$ cat config.mk
export PLATFORM = sky130hd
export DESIGN_NAME = sysmul_array
export DESIGN_NICKNAME = d
export VERILOG_FILES = /design/src/rtl/sysmul_pkg.sv /design/src/rtl/sysmul_rst_sync.sv /design/src/rtl/sysmul_csa_row.sv /design/src/rtl/sysmul_ripple_stage.sv /design/src/rtl/sysmul_array.sv
export SDC_FILE = /design/constraint.sdc
export NUM_CORES = 1
export LEC_CHECK = 0
export ABC_AREA = 1
export BUFFER_PORTS_ARGS = -buffer_cell sky130_fd_sc_hd__buf_4
export CAP_MARGIN = 40
export CORE_MARGIN = 1
export CORE_UTILIZATION = 50
export DETAILED_ROUTE_END_ITERATION = 12
export GPL_ROUTABILITY_DRIVEN = 0
export PLACE_DENSITY = 0.66
export SKIP_CTS_REPAIR_TIMING = 1
export SYNTH_ARGS = -nofsm -noshare
export SYNTH_HDL_FRONTEND = slang
export SYNTH_HIERARCHICAL = 1
export SYNTH_SLANG_ARGS = --single-unit
$ cat constraint.sdc
create_clock -name clk -period 2.1 [get_ports clk]
set_clock_uncertainty 0.1 [all_clocks]
set_input_delay 0.42 -clock clk [delete_from_list [all_inputs] [get_ports clk]]
set_output_delay 0.42 -clock clk [all_outputs]
set_load 0.005 [all_outputs]
$ cat src/rtl/sysmul_pkg.sv
package sysmul_pkg;
  localparam int unsigned OPW = 4;

  function automatic logic maj3(input logic x, input logic y, input logic z);
    return (x & y) | (x & z) | (y & z);
  endfunction
endpackage

$ cat src/rtl/sysmul_rst_sync.sv
module sysmul_rst_sync (
  input  logic clk,
  input  logic rst_n,
  output logic rst_n_sync
);
  logic [1:0] sh_q;
  logic [1:0] sh_d;

  always_comb begin
    sh_d = {sh_q[0], 1'b1};
  end

  always_ff @(posedge clk or negedge rst_n) begin
    if (!rst_n) sh_q <= 2'b00;
    else        sh_q <= sh_d;
  end

  assign rst_n_sync = sh_q[1];
endmodule

$ cat src/rtl/sysmul_csa_row.sv
module sysmul_csa_row import sysmul_pkg::*; #(
  parameter int unsigned W  = OPW,
  parameter int unsigned SH = 1
) (
  input  logic           clk,
  input  logic           rst_n,
  input  logic           v_i,
  input  logic [2*W-1:0] s_i,
  input  logic [2*W-1:0] c_i,
  input  logic [W-1:0]   a_i,
  input  logic           b_i,
  output logic           v_o,
  output logic [2*W-1:0] s_o,
  output logic [2*W-1:0] c_o
);
  localparam int unsigned PW = 2 * W;

  logic [PW-1:0] pp;
  logic [PW-1:0] s_d;
  logic [PW-1:0] cg;
  logic [PW-1:0] c_d;

  // One row of full adders: vertical sum, diagonal carry, horizontal partial product.
  always_comb begin
    pp  = PW'(a_i & {W{b_i}}) << SH;
    s_d = s_i ^ c_i ^ pp;
    for (int k = 0; k < PW; k++) cg[k] = maj3(s_i[k], c_i[k], pp[k]);
    c_d = cg << 1;
  end

  always_ff @(posedge clk) begin
    if (v_i) begin
      s_o <= s_d;
      c_o <= c_d;
    end
  end

  always_ff @(posedge clk or negedge rst_n) begin
    if (!rst_n) v_o <= 1'b0;
    else        v_o <= v_i;
  end
endmodule

$ cat src/rtl/sysmul_ripple_stage.sv
module sysmul_ripple_stage import sysmul_pkg::*; #(
  parameter int unsigned PW = 2 * OPW,
  parameter int unsigned K  = 1
) (
  input  logic          clk,
  input  logic          rst_n,
  input  logic          v_i,
  input  logic [PW-1:0] s_i,
  input  logic [PW-1:0] c_i,
  input  logic [PW-1:0] r_i,
  input  logic          cy_i,
  output logic          v_o,
  output logic [PW-1:0] s_o,
  output logic [PW-1:0] c_o,
  output logic [PW-1:0] r_o,
  output logic          cy_o
);
  logic [PW-1:0] r_d;
  logic          cy_d;

  // Settles column K; the result vector carries the already settled bits along.
  always_comb begin
    r_d    = r_i;
    r_d[K] = s_i[K] ^ c_i[K] ^ cy_i;
    cy_d   = maj3(s_i[K], c_i[K], cy_i);
  end

  always_ff @(posedge clk) begin
    if (v_i) begin
      s_o  <= s_i;
      c_o  <= c_i;
      r_o  <= r_d;
      cy_o <= cy_d;
    end
  end

  always_ff @(posedge clk or negedge rst_n) begin
    if (!rst_n) v_o <= 1'b0;
    else        v_o <= v_i;
  end
endmodule

$ cat src/rtl/sysmul_array.sv
module sysmul_array import sysmul_pkg::*; #(
  parameter int unsigned W = OPW
) (
  input  logic           clk,
  input  logic           rst_n,
  input  logic           in_valid,
  output logic           in_ready,
  input  logic [W-1:0]   in_a,
  input  logic [W-1:0]   in_b,
  output logic           out_valid,
  output logic [2*W-1:0] out_prod
);
  localparam int unsigned PW = 2 * W;
  localparam int unsigned II = W - 1;
  localparam int unsigned GW = (II > 1) ? $clog2(II) : 1;

  logic rst_i;
  sysmul_rst_sync u_rst (.clk(clk), .rst_n(rst_n), .rst_n_sync(rst_i));

  // Issue spacing
  logic          accept;
  logic [GW-1:0] gap_q;
  logic [GW-1:0] gap_d;

  assign accept = in_valid && in_ready;

  always_comb begin
    gap_d = gap_q;
    if (accept)              gap_d = GW'(II - 1);
    else if (gap_q != '0)    gap_d = gap_q - 1'b1;
  end

  always_ff @(posedge clk or negedge rst_i) begin
    if (!rst_i) gap_q <= '0;
    else        gap_q <= gap_d;
  end

  assign in_ready = rst_i && (gap_q == '0);

  // Operand skew buffer: row r reads bit r of b on the r-th edge after acceptance
  logic [W-1:0] op_a_q;
  logic [W-1:0] op_b_q;
  logic         op_v_q;

  always_ff @(posedge clk) begin
    if (accept) begin
      op_a_q <= in_a;
      op_b_q <= in_b;
    end
  end

  always_ff @(posedge clk or negedge rst_i) begin
    if (!rst_i) op_v_q <= 1'b0;
    else        op_v_q <= accept;
  end

  // Adder grid
  logic [PW-1:0] row_s [W];
  logic [PW-1:0] row_c [W];
  logic          row_v [W];

  assign row_s[0] = PW'(op_a_q & {W{op_b_q[0]}});
  assign row_c[0] = '0;
  assign row_v[0] = op_v_q;

  for (genvar r = 1; r < W; r++) begin : g_row
    sysmul_csa_row #(.W(W), .SH(r)) u_row (
      .clk(clk), .rst_n(rst_i),
      .v_i(row_v[r-1]), .s_i(row_s[r-1]), .c_i(row_c[r-1]),
      .a_i(op_a_q), .b_i(op_b_q[r]),
      .v_o(row_v[r]), .s_o(row_s[r]), .c_o(row_c[r])
    );
  end

  // Staggered carry resolution with deskew
  logic [PW-1:0] rp_s  [PW];
  logic [PW-1:0] rp_c  [PW];
  logic [PW-1:0] rp_r  [PW];
  logic          rp_cy [PW];
  logic          rp_v  [PW];

  assign rp_s[0]  = row_s[W-1];
  assign rp_c[0]  = row_c[W-1];
  assign rp_r[0]  = PW'(row_s[W-1][0]);
  assign rp_cy[0] = 1'b0;
  assign rp_v[0]  = row_v[W-1];

  for (genvar k = 1; k < PW; k++) begin : g_rip
    sysmul_ripple_stage #(.PW(PW), .K(k)) u_stage (
      .clk(clk), .rst_n(rst_i),
      .v_i(rp_v[k-1]), .s_i(rp_s[k-1]), .c_i(rp_c[k-1]),
      .r_i(rp_r[k-1]), .cy_i(rp_cy[k-1]),
      .v_o(rp_v[k]), .s_o(rp_s[k]), .c_o(rp_c[k]),
      .r_o(rp_r[k]), .cy_o(rp_cy[k])
    );
  end

  assign out_valid = rp_v[PW-1];
  assign out_prod  = rp_r[PW-1];
endmodule

==> impl_metrics.toml, run 1 <==
[sta]
fmax_mhz = 517
fin_crit_ns = 1.93
fin_crit_sh = 0.921
hold_slack_ns = 0.0139
slew_headroom = 0.582
tightestPinTransition_ns = 0.628
rsz0062_at_grt = "no"
setup_violations = 0
slew_viol_final = 0
worst_slack_ns = 0.167
hold_viol_final = 0
setup-tns-final_ns = 0

[global_route]
grt_max_degree = 17
gr-total-overflow = 0
grtUsageTotal = 0.125
grt_pass1_vias = 2217
antenna_found_initial = 0
grt_pass1_wl_um = 10100

[route]
vias = 2167
m1WireLength_um = 2180
routedWlPerCell_um = 12.0
wl_met2_um = 3540
highest_layer = "met4"
drtIter0Drc = 53
via_per_inst = 4.38
drc = 0
dr_wl_met3_um = 161
first_pass_iters = 4
drt_wl_total_um = 5920
postRouteAntennaNets = 0

[floorplan]
die_x_um = 106
die_h_um = 106
initial_utilization = 0.518
io_pins = 21
fp.coreArea_um2 = 10400
die-area_um2 = 11200
rows = 37

[layout]
fin_cells = 495
final_cell_area_um2 = 6420
utilization = 0.619
diodes = 0
areaGrowthSynthToFinish_pct = 19.5
drive_above_1_share = 0.148
fin_nets = 386

[worst_setup_path]
cpMaxStageDelayCell = "dfrtp_1"
crit_top_cell = "inv_1"
path_max_fanout = 4
max_stage_delay_ns = 0.38
cp-start-kind = "register"
path_class = "register to primary output"
r2r-end = "g_row[1].u_row/s_o[2]"
crit_chain = "inv_1 -> ha_1 -> nand2_1 -> inv_1 -> buf_4"
cp_data_arrival_time_ns = 1.41
rr_worst_depth = 5
crit_required_ns = 1.58
rrSetupSlack_ns = 0.61
cp-endpoint = "in_ready"
crit_path_start = "gap_q[0]"
reg2reg_from = "op_b_q[0]"
endpoint_kind = "primary output"

[power_and_ir_drop]
power.density_nw_per_um2 = 1140
power_mw = 7.32
leakage_nw = 2.55
vdd_drop_max_mv = 0.733

[synthesis]
syn_inst = 285
ys_warn_count = 6
synth_area_um2 = 5370
syn_area_per_cell_um2 = 18.9

[flow_run]
maxCapViolations = 0

[cts]
clock_latency_ns = 0.50
clk_pin_slew_worst_paths_ns = 0.06
cts_tree = "built"
h-tree-depth = 4
clkSinkCount = 151
cts_buffers = 17
cts_root_buffer = "clkbuf_8"
clk_path_buf_depth = 2

[place]
post-place-ws_ns = 0.619
dpl.cell_count = 454
io_buffers = 20
place_hpwl_um = 3760
dpl-instance-area_um2 = 5740

[run_status]
outcome = "completed"

[min_path]
hp-class = "register to async pin"
[routing by layer]
metal | GRT usage | up-vias
li1 | - | 1059
met1 | 0.121 | 1066
met2 | 0.229 | 36
met3 | 0.0464 | 6
met4 | 0.0685 | 0
met5 | 0 | -
[sequential cells by signal, summed over array words and instances, names as in the netlist, 2 cells and up]
| register | cells |
|---|---|
| g_rip.u_stage/r_o | 35 |
| g_rip.u_stage/v_o | 7 |
| op_a_q | 4 |
| g_row.u_row/v_o | 3 |
| g_rip.u_stage/s_o | 21 |
| gap_q | 2 |
| g_rip.u_stage/cy_o | 6 |
| g_row.u_row/c_o | 21 |
| op_b_q | 4 |
| u_rst/sh_q | 2 |
| g_rip.u_stage/c_o | 21 |
| g_row.u_row/s_o | 24 |
[placed cells by master (no fill, tap or decap)]
cell / n
a21oi_2: 1
buf_4: 21
bufinv_16: 3
clkbuf_1: 1
clkbuf_16: 16
clkbuf_8: 1
clkinv_1: 1
clkinv_2: 1
clkinv_4: 4
clkinvlp_4: 2
conb_1: 18
dfrtp_1: 15
dlygate4sd3_1: 9
edfxtp_1: 136
fa_1: 19
ha_1: 10
inv_1: 63
inv_2: 1
inv_6: 3
nand2_1: 33
nand3_1: 1
[critical path: cells and delay by family, from the launching register on]
kind,cells,cell delay [ns]
AND/OR/NAND/NOR,1,0.08
flip-flops,1,0.38
buffers and inverters,3,0.25
adder cells (fa/ha/maj),1,0.22
[worst min-delay path by stage]
stage                  startpoint       endpoint  slack, ns  cells after the start
CTS                         rst_n  u_rst/sh_q[1]      -0.44                      1
floorplan                   rst_n  u_rst/sh_q[0]       0.02                      0
finish              u_rst/sh_q[1]       gap_q[0]       0.01                      0
global route        u_rst/sh_q[1]       gap_q[0]       0.04                      0
global placement    u_rst/sh_q[1]       gap_q[0]      0.004                      0
detailed placement  u_rst/sh_q[1]       gap_q[0]      0.006                      0
[area by class of cell]
type | instances | area [um^2]
Fill cell | 746 | 3950
Clock inverter | 14 | 175
Inverter | 64 | 240
Multi-Input combinational cell | 82 | 711
Tap cell | 136 | 170
Sequential cell | 151 | 4460
Clock buffer | 18 | 418
Timing Repair Buffer | 30 | 248
[where the power goes]
group,internal (mW),switching (mW)
sequential,3.74,0.244
combinational,0.174,0.210
clock,1.82,1.13
total,5.74,1.58
Power figures use the tool's default switching activity.
==> inputs of run 2 (changes only) <==
- SLEW_MARGIN: unset -> 20
- clock period: 2.1 -> 2.06 ns (I/O delays scaled with it)
==> run 2 against run 1 <==
Net effect: global-route usage increased by 0.25 points; via count decreased by 0.46%; total power increased by 0.51%; register-to-register slack got worse by 0.05 ns; critical endpoint unchanged.
==> impl_metrics.toml, run 2 (synthesized netlist as in run 1, its figures left out) <==
[run_status]
outcome = "completed"

[layout]
areaGrowthSynthToFinish_pct = 19.1
final_common_cell = "edfxtp_1"
nFillCells = 741
diodes = 0
fin_nets = 386
top_register = "g_rip.u_stage/r_o"
largest_reg_flops = 35
drive_above_1_share = 0.148
reg_top3 = "g_rip.u_stage/r_o x35, g_row.u_row/s_o x24"
mostFrequentLayoutCells = "edfxtp_1 (136), inv_1 (63), nand2_1 (33)"

[worst_setup_path]
path_max_fanout = 4
endpoint_kind = "primary output"
cp_data_arrival_time_ns = 1.41
crit_required_ns = 1.55
path_class = "register to primary output"
cp-start-kind = "register"

[global_route]
grt_max_degree = 17
antenna_found_initial = 0
grtUsageTotal = 0.128
grt_pass1_vias = 2294
gr-total-overflow = 0
grt_pass1_wl_um = 10200

[cts]
clk_path_buf_depth = 2
clock_latency_ns = 0.51
h-tree-depth = 4
cts_tree = "built"
cts_root_buffer = "clkbuf_8"
clk_pin_slew_worst_paths_ns = 0.06
cts_buffers = 17
clkSinkCount = 151

[power_and_ir_drop]
power.density_nw_per_um2 = 1150
vdd_drop_max_mv = 0.689
power_mw = 7.36
leakage_nw = 2.53

[sta]
slew_headroom = 0.583
hold_slack_ns = 0.0148
hold_viol_final = 0
fin_crit_ns = 1.92
tightestPinTransition_ns = 0.626
fin_crit_sh = 0.934
setup_violations = 0
slew_viol_final = 0
fmax_mhz = 520
rsz0062_at_grt = "no"
setup-tns-final_ns = 0

[route]
routedWlPerCell_um = 12.1
drc = 0
via_per_inst = 4.36
drtIter0Drc = 65
drt_wl_total_um = 5970
postRouteAntennaNets = 0
first_pass_iters = 5
vias = 2157

[place]
io_buffers = 20
place_hpwl_um = 3780

[floorplan]
die_x_um = 106
io_pins = 21
die-area_um2 = 11200
fp.coreArea_um2 = 10400
rows = 37
die_h_um = 106
initial_utilization = 0.518

[flow_run]
maxCapViolations = 0

[min_path]
hp-class = "register to async pin"
run 2: changes by cell type in the layout (fill, tap and decap cells not counted), sizes merged:
cell / previous run / this run
clkinvlp: 2 / 4
inv: 67 / 66
bufinv: 3 / 2
run 2: routing by layer:
metal	vias to the layer above	wire, um	global-route usage
li1	1053	-	-
met1	1061	2170	0.122
met2	33	3490	0.234
met3	10	182	0.0464
met4	0	121	0.0714
met5	-	0	0
run 2: worst max-delay path, stage by stage, from the launching register on:
cell,delay (ns)
dfrtp_1,0.37
inv_1,0.08
ha_1,0.23
nand2_1,0.07
inv_1,0.06
buf_4,0.10
run 2: final timing paths:
check	startpoint	end	cells past startpoint	slack [ns]
min in group clk	in_valid	gap_q[0]	4	0.09
max	gap_q[0]	in_ready	5	0.14
max in group asynchronous	u_rst/sh_q[1]	g_row[3].u_row/v_o	1	1.40
max reg2reg	op_a_q[2]	g_row[1].u_row/s_o[2]	5	0.56
min reg2reg	u_rst/sh_q[1]	gap_q[0]	0	0.01
min	u_rst/sh_q[1]	gap_q[0]	0	0.01
run 2: final cells by class:
type / count / area [um^2] / area share
clock buffer: 18 / 418 / 0.0653
clock inverter: 14 / 151 / 0.0237
inverter: 64 / 240 / 0.0376
multi-input combinational: 82 / 711 / 0.111
sequential: 151 / 4460 / 0.697
tap: 136 / 170 / 0.0266
timing repair buffer: 30 / 248 / 0.0387
run 2: through the flow:
stage          setup slack, ns  cells  cell area (um^2)  utilization
4_1_cts                 0.0933    486              6310        0.608
3_5_place_dp             0.589    454              5740        0.553
5_1_grt                 0.0439    495              6400        0.617
2_1_floorplan            0.617    299              5430            -
3_3_place_gp             0.616    454              5740        0.553
6_report                 0.135    495              6400        0.617
run 2: power by group:
| part | total, mW | switching (mW) | leakage (nW) | internal (mW) |
|---|---|---|---|---|
| clock | 2.90 | 1.17 | 0.265 | 1.73 |
| combinational | 0.399 | 0.219 | 0.829 | 0.180 |
| sequential | 4.06 | 0.247 | 1.44 | 3.81 |
| total | 7.36 | 1.63 | 2.53 | 5.72 |
